==> src/rtl/scl_div_pkg.sv <==
package scl_div_pkg;
  typedef enum logic [1:0] {
    ST_IDLE = 2'd0,
    ST_LOW  = 2'd1,
    ST_TOT  = 2'd2
  } calc_state_t;

  localparam int WEIGHT_W = 7;
endpackage

==> src/rtl/scl_div_weights.sv <==
module scl_div_weights #(
  parameter int IN_W      = 32,
  parameter int W_W       = 7,
  parameter int LIM_STD   = 100000,
  parameter int LIM_FAST  = 400000,
  parameter int LIM_PLUS  = 1000000
) (
  input  logic [IN_W-1:0] fscl,
  output logic [W_W-1:0]  w_hi,
  output logic [W_W-1:0]  w_lo
);
  localparam logic [IN_W-1:0] L0 = IN_W'(LIM_STD);
  localparam logic [IN_W-1:0] L1 = IN_W'(LIM_FAST);
  localparam logic [IN_W-1:0] L2 = IN_W'(LIM_PLUS);

  always_comb begin
    if (fscl <= L0) begin
      w_hi = W_W'(40);
      w_lo = W_W'(47);
    end else if (fscl <= L1) begin
      w_hi = W_W'(6);
      w_lo = W_W'(13);
    end else if (fscl <= L2) begin
      w_hi = W_W'(26);
      w_lo = W_W'(50);
    end else begin
      w_hi = W_W'(6);
      w_lo = W_W'(16);
    end
  end
endmodule

==> src/rtl/scl_div_divider.sv <==
module scl_div_divider #(
  parameter int W = 64
) (
  input  logic         clk,
  input  logic         rst,
  input  logic         go,
  input  logic [W-1:0] num,
  input  logic [W-1:0] den,
  output logic         busy,
  output logic         vld,
  output logic [W-1:0] quo
);
  localparam int CW = $clog2(W + 1);

  logic [W:0]    rem_q;
  logic [W-1:0]  quo_q;
  logic [W-1:0]  den_q;
  logic [CW-1:0] cnt_q;
  logic          run_q;
  logic          vld_q;
  logic [W:0]    rem_sh;
  logic          take;

  always_comb begin
    rem_sh = {rem_q[W-1:0], quo_q[W-1]};
    take   = rem_sh >= {1'b0, den_q};
  end

  always_ff @(posedge clk) begin
    if (rst) begin
      rem_q <= '0;
      quo_q <= '0;
      den_q <= '0;
      cnt_q <= '0;
      run_q <= 1'b0;
      vld_q <= 1'b0;
    end else begin
      vld_q <= 1'b0;
      if (!run_q) begin
        if (go) begin
          rem_q <= '0;
          quo_q <= num;
          den_q <= den;
          cnt_q <= CW'(W);
          run_q <= 1'b1;
        end
      end else begin
        rem_q <= take ? (rem_sh - {1'b0, den_q}) : rem_sh;
        quo_q <= {quo_q[W-2:0], take};
        cnt_q <= cnt_q - 1'b1;
        if (cnt_q == CW'(1)) begin
          run_q <= 1'b0;
          vld_q <= 1'b1;
        end
      end
    end
  end

  assign busy = run_q;
  assign vld  = vld_q;
  assign quo  = quo_q;

  // a finished division leaves a remainder below the divisor
  p_rem_lt_den_r5: assert property (@(posedge clk) disable iff (rst)
    vld |-> (rem_q < {1'b0, den_q}));
  // the result pulse never lasts two cycles
  p_vld_single_r10: assert property (@(posedge clk) disable iff (rst)
    vld |=> !vld);
endmodule

==> src/rtl/scl_div_calc.sv <==
module scl_div_calc #(
  parameter int IN_W     = 32,
  parameter int CODE_W   = 16,
  parameter int DW       = 64,
  parameter int LIM_STD  = 100000,
  parameter int LIM_FAST = 400000,
  parameter int LIM_PLUS = 1000000
) (
  input  logic              clk,
  input  logic              rst,
  input  logic              start,
  input  logic [IN_W-1:0]   fclk_hz,
  input  logic [IN_W-1:0]   fscl_hz,
  output logic              busy,
  output logic              ready,
  output logic              fault,
  output logic [CODE_W-1:0] hi_code,
  output logic [CODE_W-1:0] lo_code
);
  import scl_div_pkg::*;

  localparam int WW = WEIGHT_W;
  localparam logic [DW-1:0] CODE_MAX = DW'({CODE_W{1'b1}});

  function automatic logic [CODE_W-1:0] to_code(input logic [DW-1:0] t);
    if (t == '0)
      return '0;
    else if ((t - 1'b1) > CODE_MAX)
      return {CODE_W{1'b1}};
    else
      return CODE_W'(t - 1'b1);
  endfunction

  calc_state_t       st_q;
  logic [IN_W-1:0]   fclk_q, fscl_q;
  logic [DW-1:0]     num_q, den_q, lt_q;
  logic              go_q;
  logic              ready_q, fault_q;
  logic [CODE_W-1:0] hi_q, lo_q;
  logic [WW-1:0]     w_hi, w_lo;
  logic [DW-1:0]     den_low, num_low, unit_q;
  logic              dv_busy, dv_vld;
  logic [DW-1:0]     dv_quo;

  scl_div_weights #(
    .IN_W(IN_W), .W_W(WW),
    .LIM_STD(LIM_STD), .LIM_FAST(LIM_FAST), .LIM_PLUS(LIM_PLUS)
  ) i_weights (
    .fscl(fscl_hz),
    .w_hi(w_hi),
    .w_lo(w_lo)
  );

  always_comb begin
    den_low = (DW'(fscl_hz) << 3) * (DW'(w_hi) + DW'(w_lo));
    num_low = DW'(fclk_hz) * DW'(w_lo) + den_low - 1'b1;
    unit_q  = DW'(fscl_q) << 3;
  end

  scl_div_divider #(.W(DW)) i_div (
    .clk(clk),
    .rst(rst),
    .go(go_q),
    .num(num_q),
    .den(den_q),
    .busy(dv_busy),
    .vld(dv_vld),
    .quo(dv_quo)
  );

  always_ff @(posedge clk) begin
    if (rst) begin
      st_q    <= ST_IDLE;
      fclk_q  <= '0;
      fscl_q  <= '0;
      num_q   <= '0;
      den_q   <= '0;
      lt_q    <= '0;
      go_q    <= 1'b0;
      ready_q <= 1'b0;
      fault_q <= 1'b0;
      hi_q    <= '0;
      lo_q    <= '0;
    end else begin
      go_q    <= 1'b0;
      ready_q <= 1'b0;
      unique case (st_q)
        ST_IDLE: begin
          if (start) begin
            fclk_q <= fclk_hz;
            fscl_q <= fscl_hz;
            if (fscl_hz == '0) begin
              fault_q <= 1'b1;
              hi_q    <= '0;
              lo_q    <= '0;
              ready_q <= 1'b1;
            end else begin
              num_q <= num_low;
              den_q <= den_low;
              go_q  <= 1'b1;
              st_q  <= ST_LOW;
            end
          end
        end
        ST_LOW: begin
          if (dv_vld) begin
            lt_q  <= dv_quo;
            num_q <= DW'(fclk_q) + unit_q - 1'b1;
            den_q <= unit_q;
            go_q  <= 1'b1;
            st_q  <= ST_TOT;
          end
        end
        ST_TOT: begin
          if (dv_vld) begin
            hi_q    <= to_code(dv_quo - lt_q);
            lo_q    <= to_code(lt_q);
            fault_q <= 1'b0;
            ready_q <= 1'b1;
            st_q    <= ST_IDLE;
          end
        end
        default: st_q <= ST_IDLE;
      endcase
    end
  end

  assign busy    = (st_q != ST_IDLE);
  assign ready   = ready_q;
  assign fault   = fault_q;
  assign hi_code = hi_q;
  assign lo_code = lo_q;

  // the whole period is never shorter than its LOW share
  p_total_ge_low_r6: assert property (@(posedge clk) disable iff (rst)
    (st_q == ST_TOT && dv_vld) |-> (dv_quo >= lt_q));
  // a fault result carries zero codes
  p_fault_zero_r8: assert property (@(posedge clk) disable iff (rst)
    fault |-> (hi_code == '0 && lo_code == '0));
  // a start during a computation leaves the latched request alone
  p_start_ignored_r9: assert property (@(posedge clk) disable iff (rst)
    (busy && start) |=> ($stable(fclk_q) && $stable(fscl_q)));
  // outputs move only together with the ready pulse
  p_hold_r10: assert property (@(posedge clk) disable iff (rst)
    !ready |=> ($stable(hi_code) && $stable(lo_code) && $stable(fault)) || ready);
  // ready lasts one cycle
  p_ready_pulse_r10: assert property (@(posedge clk) disable iff (rst)
    ready |=> !ready);
  // the LOW weight always exceeds the HIGH weight
  p_weight_order_r1: assert property (@(posedge clk) disable iff (rst)
    w_lo > w_hi);
  // the divider is never restarted mid-run
  p_no_restart_r5: assert property (@(posedge clk) disable iff (rst)
    go_q |-> !dv_busy);
endmodule

==> config.mk <==
export PLATFORM = sky130hd
export DESIGN_NAME = scl_div_calc
export DESIGN_NICKNAME = d
export VERILOG_FILES = /design/src/rtl/scl_div_pkg.sv /design/src/rtl/scl_div_weights.sv /design/src/rtl/scl_div_divider.sv /design/src/rtl/scl_div_calc.sv
export SDC_FILE = /design/constraint.sdc
export NUM_CORES = 2
export LEC_CHECK = 0
export ABC_AREA = 1
export BUFFER_PORTS_ARGS = -buffer_cell sky130_fd_sc_hd__clkbuf_2
export CAP_MARGIN = 10
export CORE_MARGIN = 5
export CORE_UTILIZATION = 42
export DETAILED_ROUTE_END_ITERATION = 8
export GPL_TIMING_DRIVEN = 1
export PLACE_DENSITY = 0.61
export REMOVE_ABC_BUFFERS = 1
export SLEW_MARGIN = 20
export SYNTH_ARGS = -nofsm -noshare
export SYNTH_HDL_FRONTEND = slang
export SYNTH_HIERARCHICAL = 1
export SYNTH_SLANG_ARGS = --single-unit
==> constraint.sdc <==
create_clock -name clk -period 15.4 [get_ports clk]
set_input_delay 2.31 -clock clk [delete_from_list [all_inputs] [get_ports clk]]
set_output_delay 2.31 -clock clk [all_outputs]
set_load 0.01 [all_outputs]
# Word level (Yosys, flattened, before mapping)
# Index checks and enable logic that the tools add are counted.
[word_totals] register_bits=494 latch_bits=0 ramBits=0 romBits=0 input_bits=67 elab_cells=110 mem_count=0
[op_classes] n_addsub=10 mul=2 div=0 order_cmp=6 eq_ne=8 n_shift=0 muxes=51 n_bitwise=1 n_reduce_logical=15
[op_table] op="$mux 64" n=11
[op_table] op="$pmux 64 s2" n=2
[op_table] op="$gt 64x16->1 const B" n=2
[op_table] op="$logic_not 64->1" n=2
[op_table] op="$mux 16" n=8
[op_table] op="$sub 64x1->64 const B" n=2
[op_table] op="$sub 64x64->64" n=2
[op_table] op="$ge 65x64->1" n=1
[op_table] op="$pmux 16 s2" n=2
[op_table] op="$sub 44x1->45 const B" n=1
[op_table] op="$add 39x43->44" n=1
[op_table] op="$mux 7" n=6
[op_table] op="$mul 32x8->40" n=1
[op_table] op="$mul 32x7->39" n=1
[op_table] op="$sub 36x1->37 const B" n=1
[op_table] op="$add 32x35->36" n=1
[op_table] op="$le 32x17->1 const B" n=1
[op_table] op="$le 32x19->1 const B" n=1
[op_table] op="$le 32x20->1 const B" n=1
[op_table] op="$logic_not 32->1" n=1
[op_table] op="$mux 1" n=12
[op_table] op="$reduce_and 4->1" n=3
[op_table] op="$add 7x7->8" n=1
[op_table] op="$mux 2" n=4
[op_table] op="15 further kinds" n=25

# Logic depth before layout (Yosys ltp)
[depth] ltp_word=11 depth_mapped=62

# Hierarchy
# The synthesis kept the hierarchy.
[modules_own_cells] module="scl_div_calc" n_inst=1 cells_per_inst=6154 area_per_inst_um2=38933.6
[modules_own_cells] module="scl_div_divider" n_inst=1 cells_per_inst=2575 area_per_inst_um2=14948.1
[modules_own_cells] module="scl_div_weights" n_inst=1 cells_per_inst=131 area_per_inst_um2=591.8

# Worst setup path after synthesis
# OpenSTA, ideal clock, no wires.
[synth_timing] path_kind="input -> register" from="input fscl_hz[7]" to="register num_q[42]" setup_time_ps=110 arrival_ps=12398 required_time_ps=15290 path_slack_ps=2892 path_stages=56 path_buffers=2 cell_sequence="inv_1 -> nor2_1 -> nand2_1 -> nor2_1 -> nand2_1 -> o21ai_0 -> buf_4 -> ha_1 -> a21oi_1 -> o21ai_0 -> inv_1 -> nor2_1 -> inv_1 -> a21oi_1 -> nor2_1 -> inv_1 -> or2_2 -> nand2_1 -> (+20 left out) -> nand2_1 -> xnor2_1 -> fa_1 -> fa_1 -> fa_1 -> fa_1 -> inv_1 -> ha_1 -> nand2_1 -> nor2_1 -> nand2_1 -> o21ai_0 -> a21oi_1 -> or2_2 -> nand3_1 -> nand3_1 -> nand2_1 -> inv_1"
[synth_rtl] item="start, declared" line_no="scl_div_calc.sv:13" source="input logic [IN_W-1:0] fscl_hz,"
[synth_rtl] item="$le 32x19->1" line_no="scl_div_weights.sv:20" source="end else if (fscl <= L1) begin"
[synth_rtl] item="$mux 7" line_no="scl_div_weights.sv:20"
[synth_rtl] item="$mux 7 *" line_no="scl_div_weights.sv:17" source="if (fscl <= L0) begin"
[synth_rtl] item="net w_lo[0]" line_no="scl_div_calc.sv:40" source="logic [WW-1:0] w_hi, w_lo;"
[synth_rtl] item="$add 7x7->8" line_no="scl_div_calc.sv:55" source="den_low = (DW'(fscl_hz) << 3) * (DW'(w_hi) + DW'(w_lo));"
[synth_rtl] item="$mul 32x8->40" line_no="scl_div_calc.sv:55"
[synth_rtl] item="$add 39x43->44 *" line_no="scl_div_calc.sv:56" source="num_low = DW'(fclk_hz) * DW'(w_lo) + den_low - 1'b1;"
[synth_rtl] item="$sub 44x1->45 *" line_no="scl_div_calc.sv:56"
[synth_rtl] item="$mux 64 *" line_no="scl_div_calc.sv:92" source="if (fscl_hz == '0) begin"
[synth_rtl] item="$mux 64 *" line_no="scl_div_calc.sv:89" source="if (start) begin"
[synth_rtl] item="$pmux 64 s2 *" line_no="scl_div_calc.sv:87" source="unique case (st_q)"
[synth_rtl] item="end signal, assigned" line_no="scl_div_calc.sv:98" source="num_q <= num_low;"
[synth_rtl] item="end signal, assigned" line_no="scl_div_calc.sv:108" source="num_q <= DW'(fclk_q) + unit_q - 1'b1;"
[synth_rtl] item="end, declared" line_no="scl_div_calc.sv:36" source="logic [DW-1:0] num_q, den_q, lt_q;"
# The timed path passes the listed nets; every way through them passes the cells marked *. The select of a mux whose other input is x is not followed.
# A chain may end at the register's enable or synchronous reset.

# Worst setup path after layout
[layout_timing] from="input fscl_hz[7]" to="register num_q[38]"
# Same word-level chain as after synthesis.

==> impl_metrics.csv <==
group,metric,value,unit
finish,utilization,45.13,%
clock_tree,clk_path_buf_depth,3,
floorplanning,io-pin-count,102,
clock_tree,clk_pin_slew,60,ps
floorplanning,core_area,0.1292,mm²
clock_tree,hold_buffers,0,
synth,ys_types,65,
synth,synth_area_leader_cell,"nand2_1",
global_route,grt_pass1_vias,51630,
synth,synth_area_leaders,"nand2_1 18%, dfxtp_1 17%, fa_1 14%",
placed_design,dpl.hpwl,158400,µm
sta,relSlewSlack,28.16,%
finish,synthToLayoutAreaGrowth,7.012,%
worst_setup_path,crit_type,"primary input to register",
floorplanning,die_area,0.1370,mm²
finish,finalNetCount,9601,
floorplanning,rows,132,
sta,worst_pin_slew,1076,ps
global_route,grt_pass1_wl,297800,µm
synth,synth.most_common_cell,"nand2_1",
pwr,total_power,0.01354,W
finish,fin_area,0.05829,mm²
finish,drive_above_1_share,4.715,%
sta,rsz0062_at_grt,"no",
worst_setup_path,worstPathRequired,15950,ps
synth,avgSynthCellArea,6.148,µm²
worst_setup_path,rr_startpoint,"lt_q[1]",
sta,whs,461.5,ps
placed_design,port_buffers,101,
worst_setup_path,path_max_fanout,12,
floorplanning,die_y,370.1,µm
worst_setup_path,worstPathArrival,14090,ps
worst_setup_path,rrSetupSlack,10420,ps
worst_setup_path,crit_end,"num_q[38]",
synth,syn_area,0.05447,mm²
global_route,track_usage,27.40,%
sta,post-route-period-util,87.92,%
placed_design,gp_congestion,0.9821,
routing,drc_errors,0,
clock_tree,cts-root-buf,"clkbuf_16",
pwr,ir_worst_vdd,167.8,µV
worst_setup_path,cp-startpoint,"fscl_hz[7]",
clock_tree,clock_latency,660,ps
sta,fin_skew,27.64,ps
synth,yosys_warnings,6,
routing,drt_iter0_drc,4357,
sta,hold_violations,0,
run_status,status,"complete, no violations",
pwr,p_per_area,232.2,mW/mm²
synth,ys_seq_elements,451,
global_route,antenna_found_initial,12,
placed_design,placed_cell_area,0.05640,mm²
sta,fin_crit,13540,ps
clock_tree,cts_max_level,2,
sta,maxSlewViolCount,0,
synth,synth_edf_count,0,
worst_setup_path,max_stage_delay,550,ps
hold_path,min_path_type,"register to register",
synth,netlist.area_leader.share,18.45,%
worst_setup_path,r2r-end,"lo_code[8]",
floorplanning,die_w,370.1,µm
global_route,grt-ovfl-total,0,
routing,ant_nets,0,
pwr,leakagePower,31.95,nW
clock_tree,cts_tree,"done",
flow_run,cap_violations,0,
synth,async_flop_share,0,%
clock_tree,clkSinkCount,451,
clock_tree,post-cts-setup-buffer-count,0,
clock_tree,cts_resized,0,
routing,num_vias,54140,
routing,dr.pass1.iters,6,
sta,finalSetupViolations,0,
synth,ys_seq_area_share,16.57,%
synth,synthCells,8860,
worst_setup_path,worst_setup_path_start_kind,"primary input",
worst_setup_path,cpMaxStageDelayCell,"fa_1",
clock_tree,cts_buffers,55,
worst_setup_path,path_common_cell,"nand2_1",
synth,ys.flop_type,"dfxtp_1",
global_route,grt_max_degree,82,
worst_setup_path,crit_path_end_kind,"register",
routing,wire_per_inst,18.12,µm
worst_setup_path,rr_worst_depth,17,
sta,fmax,0.07386,GHz
synth,synth_commonest_cells,"2678 x nand2_1, 1824 x inv_1, 751 x nor2_1",
floorplanning,start_util,42.18,%
routing,routed_wl,191900,µm
routing,avgViaCountPerCell,5.110,
==> per-layer routing <==
metal | share of wire, % | global-route usage [%] | up-vias
li1 | - | - | 27070
met1 | 46 | 37.71 | 25380
met2 | 46 | 45.85 | 1437
met3 | 5.5 | 3.134 | 242
met4 | 2.6 | 6.997 | 8
met5 | 0.030 | 0 | -
==> state kept, by name (all words and copies together), names as in the netlist, 32 cells and up <==
signal and count:
fscl_q 32, num_q 45, lt_q 64, i_div/rem_q 64, den_q 40, fclk_q 32
i_div/den_q 64, i_div/quo 64
==> where the power goes <==
part | internal (W) | total, W | switching [W]
clock | 0.000798 | 0.00137 | 0.000575
combinational | 0.00350 | 0.0107 | 0.00724
sequential | 0.00131 | 0.00142 | 0.000113
total | 0.00560 | 0.0135 | 0.00793
==> layout by cell type (no fill, tap or decap), types with 34 or more instances in the layout <==
master        n
xnor2_1      61
a31oi_1      38
o211ai_1     40
nand3b_1     71
inv_1      1821
clkbuf_2    100
clkbuf_16    55
nor2_2       44
nand2_1    2675
nand4_1      81
nand3_1     378
a21oi_1     628
nor2_1      747
o21ai_0     377
nor3_1       52
ha_1        361
xor2_1       91
dfxtp_1     450
a22oi_1      34
fa_1        373
nand2_2      37
==> logic make-up after synthesis <==
family	after synthesis	share of synthesized area, %
xor gates and xnor gates	152	2.444
buffers and inverters	2121	14.96
and+or+nand+nor	4197	32.08
AOI/OAI and AO/OA	1203	11.93
adders and majority gates	734	22.00
DFF	451	16.57
other	2	0.01379
==> worst max-delay path, delay by kind of cell <==
kind                     cells  cell delay (ps)
AO/OA/AOI/OAI               12             2700
buffers and inverters       11              970
XOR/XNOR                     1              210
adder cells (fa/ha/maj)     11             5200
AND/OR/NAND/NOR             23             2650
==> layout make-up <==
| class | count | area, µm² |
|---|---|---|
| antenna | 8 | 20.02 |
| clock buffer | 75 | 1562 |
| clock inverter | 26 | 314.1 |
| fill | 14100 | 70860 |
| inverter | 1845 | 6929 |
| multi-input combinational | 6313 | 37500 |
| sequential | 451 | 9032 |
| tap | 1742 | 2180 |
| timing repair buffer | 134 | 759.5 |
==> worst min path at each step <==
stage | cells past startpoint | slack [ps] | to | start
floorplan | 2 | 440 | den_q[15] | den_q[15]
global placement | 2 | 450 | fclk_q[6] | fclk_q[6]
detailed placement | 2 | 450 | fault | fault
CTS | 2 | 460 | den_q[40] | den_q[40]
global route | 2 | 470 | den_q[15] | den_q[15]
finish | 2 | 460 | den_q[31] | den_q[31]
==> stage by stage <==
stage / instances / setup slack (ps) / TNS, ps
floorplan: 8609 / -2553 / -68990
global placement: 10490 / 1259 / 0
detailed placement: 10490 / 1136 / 0
CTS: 10590 / 1839 / 0
global route: 10590 / 969.6 / 0
finish: 10590 / 1861 / 0
Note: power is estimated with default switching activity, not from simulation.
